File: config.mk
export PLATFORM = sky130hd
export DESIGN_NAME = irq_route_table
export DESIGN_NICKNAME = d
export VERILOG_FILES = /design/src/rtl/irq_route_pkg.sv /design/src/rtl/irq_route_window.sv /design/src/rtl/irq_route_entries.sv /design/src/rtl/irq_route_pick.sv /design/src/rtl/irq_route_table.sv
export SDC_FILE = /design/constraint.sdc
export NUM_CORES = 1
export LEC_CHECK = 0
export BUFFER_PORTS_ARGS = -buffer_cell sky130_fd_sc_hd__buf_2
export CAP_MARGIN = 30
export CORE_MARGIN = 8
export CORE_UTILIZATION = 25
export CTS_CLUSTER_SIZE = 25
export DETAILED_ROUTE_END_ITERATION = 16
export SKIP_CTS_REPAIR_TIMING = 1
export SYNTH_ARGS = -nofsm -noshare
export SYNTH_HDL_FRONTEND = slang
export SYNTH_HIERARCHICAL = 1
export SYNTH_SLANG_ARGS = --single-unit
File: constraint.sdc
create_clock -name clk -period 3.31 [get_ports clk]
set_input_delay 0.662 -clock clk [delete_from_list [all_inputs] [get_ports clk]]
set_output_delay 0.662 -clock clk [all_outputs]
set_load 0.01 [all_outputs]
File: src/rtl/irq_route_pkg.sv
package irq_route_pkg;

    // Field positions inside the two words of a redirection entry
    localparam int VEC_LSB   = 0;
    localparam int TRIG_BIT  = 15;
    localparam int MASK_BIT  = 16;
    localparam int DEST_LSB  = 24;

    // Field positions inside the identifier and version registers
    localparam int ID_LSB    = 24;
    localparam int COUNT_LSB = 16;

    // Stored state of one entry: only implemented bits take flops
    typedef struct packed {
        logic [7:0] vector;
        logic       trigger;
        logic       mask;
        logic [7:0] dest;
    } rte_t;

    localparam rte_t RTE_RESET = '{vector: 8'h00, trigger: 1'b0, mask: 1'b1, dest: 8'h00};

    function automatic logic [31:0] rte_low_word(rte_t e);
        logic [31:0] w;
        w = '0;
        w[VEC_LSB +: 8] = e.vector;
        w[TRIG_BIT]     = e.trigger;
        w[MASK_BIT]     = e.mask;
        return w;
    endfunction

    function automatic logic [31:0] rte_high_word(rte_t e);
        logic [31:0] w;
        w = '0;
        w[DEST_LSB +: 8] = e.dest;
        return w;
    endfunction

endpackage

File: src/rtl/irq_route_window.sv
module irq_route_window
    import irq_route_pkg::*;
#(
    parameter int ADDR_W     = 8,
    parameter int IDX_W      = 8,
    parameter int NUM_LINES  = 24,
    parameter int ENT_W      = 5,
    parameter int IDX_OFS    = 'h00,
    parameter int WIN_OFS    = 'h10,
    parameter int ID_IDX     = 'h00,
    parameter int VER_IDX    = 'h01,
    parameter int TABLE_BASE = 'h10,
    parameter int VERSION    = 'h20
) (
    input  logic              clk,
    input  logic              rst_n,
    input  logic              bus_wr,
    input  logic [ADDR_W-1:0] bus_addr,
    input  logic [31:0]       bus_wdata,
    input  logic [31:0]       tbl_rdata,
    output logic [31:0]       bus_rdata,
    output logic              tbl_wr,
    output logic [ENT_W-1:0]  tbl_entry,
    output logic              tbl_high
);

    localparam logic [IDX_W:0]    TBL_END  = (IDX_W+1)'(TABLE_BASE + 2*NUM_LINES);
    localparam logic [IDX_W-1:0]  TBL_BASE = IDX_W'(TABLE_BASE);
    localparam logic [ADDR_W-1:0] A_IDX    = ADDR_W'(IDX_OFS);
    localparam logic [ADDR_W-1:0] A_WIN    = ADDR_W'(WIN_OFS);
    localparam logic [IDX_W-1:0]  I_ID     = IDX_W'(ID_IDX);
    localparam logic [IDX_W-1:0]  I_VER    = IDX_W'(VER_IDX);
    localparam logic [31:0]       VER_WORD = (32'(NUM_LINES - 1) << COUNT_LSB) | 32'(VERSION & 'hFF);

    typedef struct packed {
        logic [IDX_W-1:0] index;
        logic [7:0]       id;
    } win_state_t;

    win_state_t s_d, s_q;

    logic             in_table;
    logic [IDX_W-1:0] rel_idx;
    logic [IDX_W-1:0] rel_half;
    logic             acc_win;
    logic [31:0]      win_rdata;

    always_comb begin
        in_table  = (s_q.index >= TBL_BASE) && ({1'b0, s_q.index} < TBL_END);
        rel_idx   = s_q.index - TBL_BASE;
        rel_half  = rel_idx >> 1;
        tbl_entry = rel_half[ENT_W-1:0];
        tbl_high  = rel_idx[0];
        acc_win   = (bus_addr == A_WIN);

        if (in_table)                 win_rdata = tbl_rdata;
        else if (s_q.index == I_ID)   win_rdata = 32'(s_q.id) << ID_LSB;
        else if (s_q.index == I_VER)  win_rdata = VER_WORD;
        else                          win_rdata = '0;

        if (bus_addr == A_IDX)        bus_rdata = 32'(s_q.index);
        else if (acc_win)             bus_rdata = win_rdata;
        else                          bus_rdata = '0;

        tbl_wr = bus_wr && acc_win && in_table;

        s_d = s_q;
        if (bus_wr && bus_addr == A_IDX)
            s_d.index = bus_wdata[IDX_W-1:0];
        if (bus_wr && acc_win && s_q.index == I_ID)
            s_d.id = bus_wdata[ID_LSB +: 8];
    end

    always_ff @(posedge clk or negedge rst_n) begin
        if (!rst_n) s_q <= '0;
        else        s_q <= s_d;
    end

    logic unused_wdata;
    assign unused_wdata = ^bus_wdata;

    AST_VER_COUNT: assert property (@(posedge clk) disable iff (!rst_n)
        (acc_win && s_q.index == I_VER) |-> (bus_rdata[23:16] == 8'(NUM_LINES - 1)));

    AST_ID_LOW_ZERO: assert property (@(posedge clk) disable iff (!rst_n)
        (acc_win && s_q.index == I_ID) |-> (bus_rdata[23:0] == 24'h0));

    AST_INDEX_HOLD: assert property (@(posedge clk) disable iff (!rst_n)
        !(bus_wr && bus_addr == A_IDX) |=> $stable(s_q.index));

endmodule

File: src/rtl/irq_route_entries.sv
module irq_route_entries
    import irq_route_pkg::*;
#(
    parameter int NUM_LINES = 24,
    parameter int ENT_W     = 5
) (
    input  logic                   clk,
    input  logic                   rst_n,
    input  logic                   wr_en,
    input  logic [ENT_W-1:0]       sel_entry,
    input  logic                   sel_high,
    input  logic [31:0]            wdata,
    output logic [31:0]            rdata,
    output logic [NUM_LINES-1:0]   ent_mask,
    output logic [8*NUM_LINES-1:0] ent_vector,
    output logic [8*NUM_LINES-1:0] ent_dest
);

    typedef struct packed {
        rte_t [NUM_LINES-1:0] tbl;
    } tbl_state_t;

    tbl_state_t s_d, s_q;

    always_comb begin
        s_d   = s_q;
        rdata = '0;
        for (int i = 0; i < NUM_LINES; i++) begin
            if (sel_entry == ENT_W'(i)) begin
                rdata = sel_high ? rte_high_word(s_q.tbl[i]) : rte_low_word(s_q.tbl[i]);
                if (wr_en) begin
                    if (sel_high) begin
                        s_d.tbl[i].dest = wdata[DEST_LSB +: 8];
                    end else begin
                        s_d.tbl[i].vector  = wdata[VEC_LSB +: 8];
                        s_d.tbl[i].trigger = wdata[TRIG_BIT];
                        s_d.tbl[i].mask    = wdata[MASK_BIT];
                    end
                end
            end
        end
    end

    always_ff @(posedge clk or negedge rst_n) begin
        if (!rst_n) s_q <= {NUM_LINES{RTE_RESET}};
        else        s_q <= s_d;
    end

    for (genvar g = 0; g < NUM_LINES; g++) begin : g_line
        assign ent_mask[g]           = s_q.tbl[g].mask;
        assign ent_vector[8*g +: 8]  = s_q.tbl[g].vector;
        assign ent_dest[8*g +: 8]    = s_q.tbl[g].dest;
    end

    logic unused_wdata;
    assign unused_wdata = ^wdata;

    AST_TABLE_HOLD: assert property (@(posedge clk) disable iff (!rst_n)
        !wr_en |=> $stable(s_q));

    AST_HIGH_WORD_SPARSE: assert property (@(posedge clk) disable iff (!rst_n)
        sel_high |-> (rdata[23:0] == 24'h0));

endmodule

File: src/rtl/irq_route_pick.sv
module irq_route_pick #(
    parameter int NUM_LINES = 24,
    parameter int ENT_W     = 5
) (
    input  logic                   clk,
    input  logic                   rst_n,
    input  logic [NUM_LINES-1:0]   req,
    input  logic [8*NUM_LINES-1:0] vectors,
    input  logic [8*NUM_LINES-1:0] dests,
    output logic                   pick_valid,
    output logic [ENT_W-1:0]       pick_line,
    output logic [7:0]             pick_vector,
    output logic [7:0]             pick_dest
);

    always_comb begin
        pick_valid  = 1'b0;
        pick_line   = '0;
        pick_vector = '0;
        pick_dest   = '0;
        for (int i = NUM_LINES - 1; i >= 0; i--) begin
            if (req[i]) begin
                pick_valid  = 1'b1;
                pick_line   = ENT_W'(i);
                pick_vector = vectors[8*i +: 8];
                pick_dest   = dests[8*i +: 8];
            end
        end
    end

    logic [NUM_LINES-1:0] below_pick;
    assign below_pick = (NUM_LINES'(1) << pick_line) - NUM_LINES'(1);

    AST_PICK_HIT: assert property (@(posedge clk) disable iff (!rst_n)
        pick_valid |-> req[pick_line]);

    AST_PICK_LOWEST: assert property (@(posedge clk) disable iff (!rst_n)
        pick_valid |-> ((req & below_pick) == '0));

    AST_PICK_IDLE: assert property (@(posedge clk) disable iff (!rst_n)
        !pick_valid |-> (req == '0));

endmodule

File: src/rtl/irq_route_table.sv
module irq_route_table
    import irq_route_pkg::*;
#(
    parameter int NUM_LINES  = 24,
    parameter int ADDR_W     = 8,
    parameter int IDX_W      = 8,
    parameter int TABLE_BASE = 'h10,
    parameter int VERSION    = 'h20,
    localparam int ENT_W     = (NUM_LINES > 1) ? $clog2(NUM_LINES) : 1
) (
    input  logic                   clk,
    input  logic                   rst_n,
    input  logic                   bus_wr,
    input  logic [ADDR_W-1:0]      bus_addr,
    input  logic [31:0]            bus_wdata,
    output logic [31:0]            bus_rdata,
    input  logic [NUM_LINES-1:0]   irq_in,
    output logic [NUM_LINES-1:0]   req_out,
    output logic [NUM_LINES-1:0]   line_masked,
    output logic [8*NUM_LINES-1:0] line_vector,
    output logic [8*NUM_LINES-1:0] line_dest,
    output logic                   pick_valid,
    output logic [ENT_W-1:0]       pick_line,
    output logic [7:0]             pick_vector,
    output logic [7:0]             pick_dest
);

    logic [31:0]      tbl_rdata;
    logic             tbl_wr;
    logic [ENT_W-1:0] tbl_entry;
    logic             tbl_high;

    irq_route_window #(
        .ADDR_W     (ADDR_W),
        .IDX_W      (IDX_W),
        .NUM_LINES  (NUM_LINES),
        .ENT_W      (ENT_W),
        .IDX_OFS    ('h00),
        .WIN_OFS    ('h10),
        .ID_IDX     ('h00),
        .VER_IDX    ('h01),
        .TABLE_BASE (TABLE_BASE),
        .VERSION    (VERSION)
    ) u_window (
        .clk       (clk),
        .rst_n     (rst_n),
        .bus_wr    (bus_wr),
        .bus_addr  (bus_addr),
        .bus_wdata (bus_wdata),
        .tbl_rdata (tbl_rdata),
        .bus_rdata (bus_rdata),
        .tbl_wr    (tbl_wr),
        .tbl_entry (tbl_entry),
        .tbl_high  (tbl_high)
    );

    irq_route_entries #(
        .NUM_LINES (NUM_LINES),
        .ENT_W     (ENT_W)
    ) u_entries (
        .clk        (clk),
        .rst_n      (rst_n),
        .wr_en      (tbl_wr),
        .sel_entry  (tbl_entry),
        .sel_high   (tbl_high),
        .wdata      (bus_wdata),
        .rdata      (tbl_rdata),
        .ent_mask   (line_masked),
        .ent_vector (line_vector),
        .ent_dest   (line_dest)
    );

    typedef struct packed {
        logic [NUM_LINES-1:0] req;
    } top_state_t;

    top_state_t s_d, s_q;

    always_comb begin
        s_d     = s_q;
        s_d.req = irq_in & ~line_masked;
    end

    always_ff @(posedge clk or negedge rst_n) begin
        if (!rst_n) s_q <= '0;
        else        s_q <= s_d;
    end

    assign req_out = s_q.req;

    irq_route_pick #(
        .NUM_LINES (NUM_LINES),
        .ENT_W     (ENT_W)
    ) u_pick (
        .clk         (clk),
        .rst_n       (rst_n),
        .req         (req_out),
        .vectors     (line_vector),
        .dests       (line_dest),
        .pick_valid  (pick_valid),
        .pick_line   (pick_line),
        .pick_vector (pick_vector),
        .pick_dest   (pick_dest)
    );

    for (genvar g = 0; g < NUM_LINES; g++) begin : g_req_chk
        AST_REQ_NEEDS_INPUT: assert property (@(posedge clk) disable iff (!rst_n)
            req_out[g] |-> $past(irq_in[g]));
        AST_REQ_MASKED: assert property (@(posedge clk) disable iff (!rst_n)
            req_out[g] |-> $past(!line_masked[g]));
    end

endmodule

==> run summary <==
## Global route
• **global-route wire length before repair** 205,200 µm
• **initial antenna violation count** 6
• **all-layer global routing usage** 23.82%
• **maximum number of pins on one net before global-route repair** 81
• **total congestion overflow** 0
• **number of global-route vias before repair** 23,702

## STA
• **final-report hold violation count** 22
• **RSZ-0062 raised after global routing** yes
• **clock skew after layout** 33.05 ps
• **final worst path period need** 4047 ps
• **part of the cycle the worst path needs** 122.3%
• **maximum achievable frequency** 0.2471 GHz
• **Setup violations, final** 36
• **setup TNS** -13,100 ps
• **number of slew-limit violations in the final report** 0
• **smallest hold slack** -15.84 ps
• **Worst-Margin Slew** 792.4 ps
• **normalized max-slew margin** 47.18%
• **Worst Slack Setup Final** -737.1 ps

## Die
• **Top Ports** 553
• **initial standard-cell utilization of the core** 25.10%
• **Die W** 351.1 µm
• **Die Span Y** 351.1 µm
• **Std-Cell Rows** 123
• **full die area** 0.1233 mm²
• **standard cell core area** 0.1119 mm²

## Finish
• **share of post-route cells with drive strength above 1** 61.13%
• **final layout net count** 3,077
• **multi-input logic area** 0.01406 mm²
• **Area Overhead vs Synth** 30.80%
• **final non-filler cell total** 4,556
• **Sequential cell area** 0.01187 mm²
• **layout filler cell count** 11,454
• **final design area excluding fillers** 0.03673 mm²

## Power
• **leak pwr** 17.97 nW
• **Peak supply drop** 421.5 µV
• **Power, Total** 0.01418 W
• **power per cell area** 386.1 mW/mm²

## Critical path
• **ordered cell list for the critical path** inv_2, ha_4, inv_6, buf_6, and4b_4, buf_12, nand3_1, nand4_1, nor4_4, buf_4, nand4_1, buf_4, nor2_4, o21ai_4, buf_6
• **CP Launch Type** flip-flop
• **Critical Path RT** 2650 ps
• **cell family with the largest share of critical-path delay** simple AND/OR/NAND/NOR gates
• **maximum fanout count along the critical path** 6
• **Critical Path End Type** output port
• **slowest cell on the critical path** sky130_fd_sc_hd__dfrtp_1
• **arrival time of data at the critical path endpoint** 3390 ps
• **maximum cell stage delay along the critical path** 390 ps
• **buffers and inverters on the worst path** 7
• **Setup Crit Path Kind** flip-flop to output port

## Synthesis
• **Post-Synth Adder-Cell Area** 0.08911%
• **parity-gate share of the synthesized area counting xor and xnor cells** 0%
• **simple-gate share of the synthesized area** 11.81%
• **async set-or-reset flop fraction in the synthesized netlist** 100.0%
• **most instantiated flip-flop cell in the synthesis netlist** sky130_fd_sc_hd__dfrtp_1
• **largest family of logic cells by synthesized area** multiplexers
• **EDFF count, synth** 0
• **share of the synthesized area in compound gates (AO/OA/AOI/OAI)** 11.95%
• **multiplexer share of the synthesized area** 19.37%
• **sequential share of the synthesized area** 42.17%
• **number of warnings issued by yosys** 6
• **count of cell types in the netlist** 86
• **synthesized instance count** 2,594
• **number of register bits inferred by synthesis** 472
• **syn_area_per_cell** 10.83 µm²
• **netlist area before placement** 0.02808 mm²

## Route
• **number of vias in the routed layout** 25,199
• **drt drc** 0
• **top routing layer used** met4
• **Total Wirelength** 159,300 µm
• **Pre-Repair DR Iteration Count** 6
• **DR vias/cell** 5.531
• **routed length on met1** 60,160 µm
• **WL met2** 73,120 µm
• **total length of routed met3 wires** 19,670 µm
• **violation count after the first detailed-routing iteration** 3,175
• **average routed wire per standard cell** 34.96 µm
• **remaining antenna violation count after routing** 0

## CTS
• **clock insertion delay at the later pin of the skew report** 670 ps
• **buffers from clock root to sink, at most** 3
• **CTS tree** yes
• **TritonCTS buffer count** 56
• **clock net sink count** 472
• **cell chosen for the clock root** sky130_fd_sc_hd__clkbuf_16
• **clock slew at the register clock pins of the worst setup and hold paths** 60 ps
• **H-tree depth** 2

## Placed design
• **placed inst area** 0.03139 mm²
• **Inst Count DP** 4,337
• **Port Buffer Count** 527
• **post-detailed-placement half-perimeter wirelength** 125,500 µm
• **GP Congestion** 0.9810

## Run status
• **status** finished, violations left
• **violated checks** hold timing, setup timing

## Flow run
• **number of max-capacitance violations reported** 0

## Worst hold path
• **class of the tightest hold or removal check** input pin to asynchronous set/reset pin

[metal layers]
| metal | up-vias | GRT usage [%] |
|---|---|---|
| li1 | 10096 | - |
| met1 | 13092 | 29.82 |
| met2 | 1717 | 39.39 |
| met3 | 294 | 7.790 |
| met4 | 0 | 6.403 |
| met5 | - | 0 |
[worst paths after layout]
check	start	end	slack, ps	depth (start not counted)
max	u_window/s_q[13]$_DFFE_PN0P_	bus_rdata[5]	-740	15
max reg2reg	u_window/s_q[8]$_DFFE_PN0P_	u_entries/ent_vector[39]$_DFFE_PN0P_	390	9
min	rst_n	req_out[10]$_DFF_PN0_	-20	1
max in group asynchronous	rst_n	u_window/s_q[10]$_DFFE_PN0P_	2350	2
min in group clk	irq_in[14]	req_out[14]$_DFF_PN0_	210	2
min reg2reg	u_entries/s_q[333]$_DFFE_PN0P_	u_entries/s_q[333]$_DFFE_PN0P_	510	1
[power by group]
group          total [W]  internal [W]  switching (W)
Combinational    0.00160      0.000582        0.00102
Sequential       0.00584       0.00580      0.0000421
Clock            0.00674       0.00393        0.00281
[worst reg2reg max path, stage by stage (launching register included)]
cell and delay (ps):
sky130_fd_sc_hd__dfrtp_1 430, sky130_fd_sc_hd__buf_12 180, sky130_fd_sc_hd__buf_4 210, sky130_fd_sc_hd__nor3_2 270
sky130_fd_sc_hd__a31oi_4 190, sky130_fd_sc_hd__nor3_2 140, sky130_fd_sc_hd__buf_4 250, sky130_fd_sc_hd__buf_12 220
sky130_fd_sc_hd__nand2_1 440, sky130_fd_sc_hd__mux2_2 450
[cells in the mapped netlist (7+ instances only)]
library cell | number | area [µm²]
sky130_fd_sc_hd__o21ai_0 | 47 | 235.2
sky130_fd_sc_hd__buf_6 | 9 | 101.4
sky130_fd_sc_hd__clkbuf_1 | 104 | 390.4
sky130_fd_sc_hd__o221ai_1 | 47 | 411.6
sky130_fd_sc_hd__nand4_1 | 51 | 319.1
sky130_fd_sc_hd__nor4_1 | 15 | 93.84
sky130_fd_sc_hd__a222oi_1 | 10 | 100.1
sky130_fd_sc_hd__nor3_1 | 17 | 85.08
sky130_fd_sc_hd__a32o_1 | 9 | 90.09
sky130_fd_sc_hd__a22o_1 | 9 | 78.83
sky130_fd_sc_hd__mux2_2 | 438 | 4932
sky130_fd_sc_hd__nor2_1 | 52 | 195.2
sky130_fd_sc_hd__and2_1 | 28 | 175.2
sky130_fd_sc_hd__o311ai_0 | 7 | 61.31
sky130_fd_sc_hd__nor2b_1 | 20 | 125.1
sky130_fd_sc_hd__dfstp_2 | 24 | 630.6
sky130_fd_sc_hd__nand2b_1 | 18 | 112.6
sky130_fd_sc_hd__mux2i_1 | 24 | 240.2
sky130_fd_sc_hd__buf_2 | 56 | 280.3
sky130_fd_sc_hd__mux2_4 | 8 | 120.1
sky130_fd_sc_hd__a21oi_1 | 53 | 265.3
sky130_fd_sc_hd__nor2b_4 | 24 | 330.3
sky130_fd_sc_hd__a221oi_1 | 84 | 735.7
sky130_fd_sc_hd__buf_4 | 428 | 3213
sky130_fd_sc_hd__a32oi_1 | 15 | 131.4
sky130_fd_sc_hd__a221o_1 | 8 | 80.08
sky130_fd_sc_hd__nand3_1 | 225 | 1126
sky130_fd_sc_hd__buf_1 | 10 | 37.54
sky130_fd_sc_hd__a22oi_1 | 51 | 382.9
sky130_fd_sc_hd__o22ai_1 | 36 | 225.2
sky130_fd_sc_hd__a211o_1 | 7 | 61.31
sky130_fd_sc_hd__nand2_1 | 66 | 247.7
sky130_fd_sc_hd__inv_1 | 18 | 67.56
sky130_fd_sc_hd__dfrtp_1 | 448 | 11210
[state kept, by name, summed over array words and instances (netlist names)]
register	cells
u_entries/ent_mask	24
u_entries/ent_dest	192
req_out	24
u_entries/s_q	24
u_window/s_q	16
u_entries/ent_vector	192
[layout by cell type (no fill, tap or decap), types with 36 or more instances in the layout]
cell type,count
sky130_fd_sc_hd__clkbuf_16,61
sky130_fd_sc_hd__dfrtp_1,433
sky130_fd_sc_hd__nand4_1,51
sky130_fd_sc_hd__nor2_1,36
sky130_fd_sc_hd__buf_12,47
sky130_fd_sc_hd__nand2_1,62
sky130_fd_sc_hd__buf_6,52
sky130_fd_sc_hd__nand3_1,213
sky130_fd_sc_hd__buf_4,318
sky130_fd_sc_hd__a22oi_1,43
sky130_fd_sc_hd__a221oi_2,46
sky130_fd_sc_hd__buf_2,513
sky130_fd_sc_hd__mux2_2,438
[cells by family after synthesis]
group                      after synthesis
AOI/OAI and AO/OA                      439
adders and majority gates                2
buffers and inverters                  628
DFF                                    472
muxes                                  478
other                                    1
and+or+nand+nor                        574
[area by class of cell]
type | count | share of cell area [%]
clock buffers | 63 | 3.996
multi-input cells | 1507 | 38.27
well taps | 1500 | 5.110
diodes | 2 | 0.01363
flip-flops and latches | 472 | 32.30
repair buffers | 950 | 18.61
inverters | 21 | 0.3066
clock inverters | 41 | 1.390
[metrics by stage]
stage          utilization (%)  hold WS [ps]  setup WS [ps]
6_report                 32.83        -15.84         -737.1
3_5_place_dp             28.05         494.6         -493.9
4_1_cts                  29.82        -14.50          -1196
5_1_grt                  32.82        0.1712         -842.6
3_3_place_gp             28.05         487.2         -459.6
2_1_floorplan                -         366.4          328.8
No activity file was read; power rests on OpenSTA's default activity.
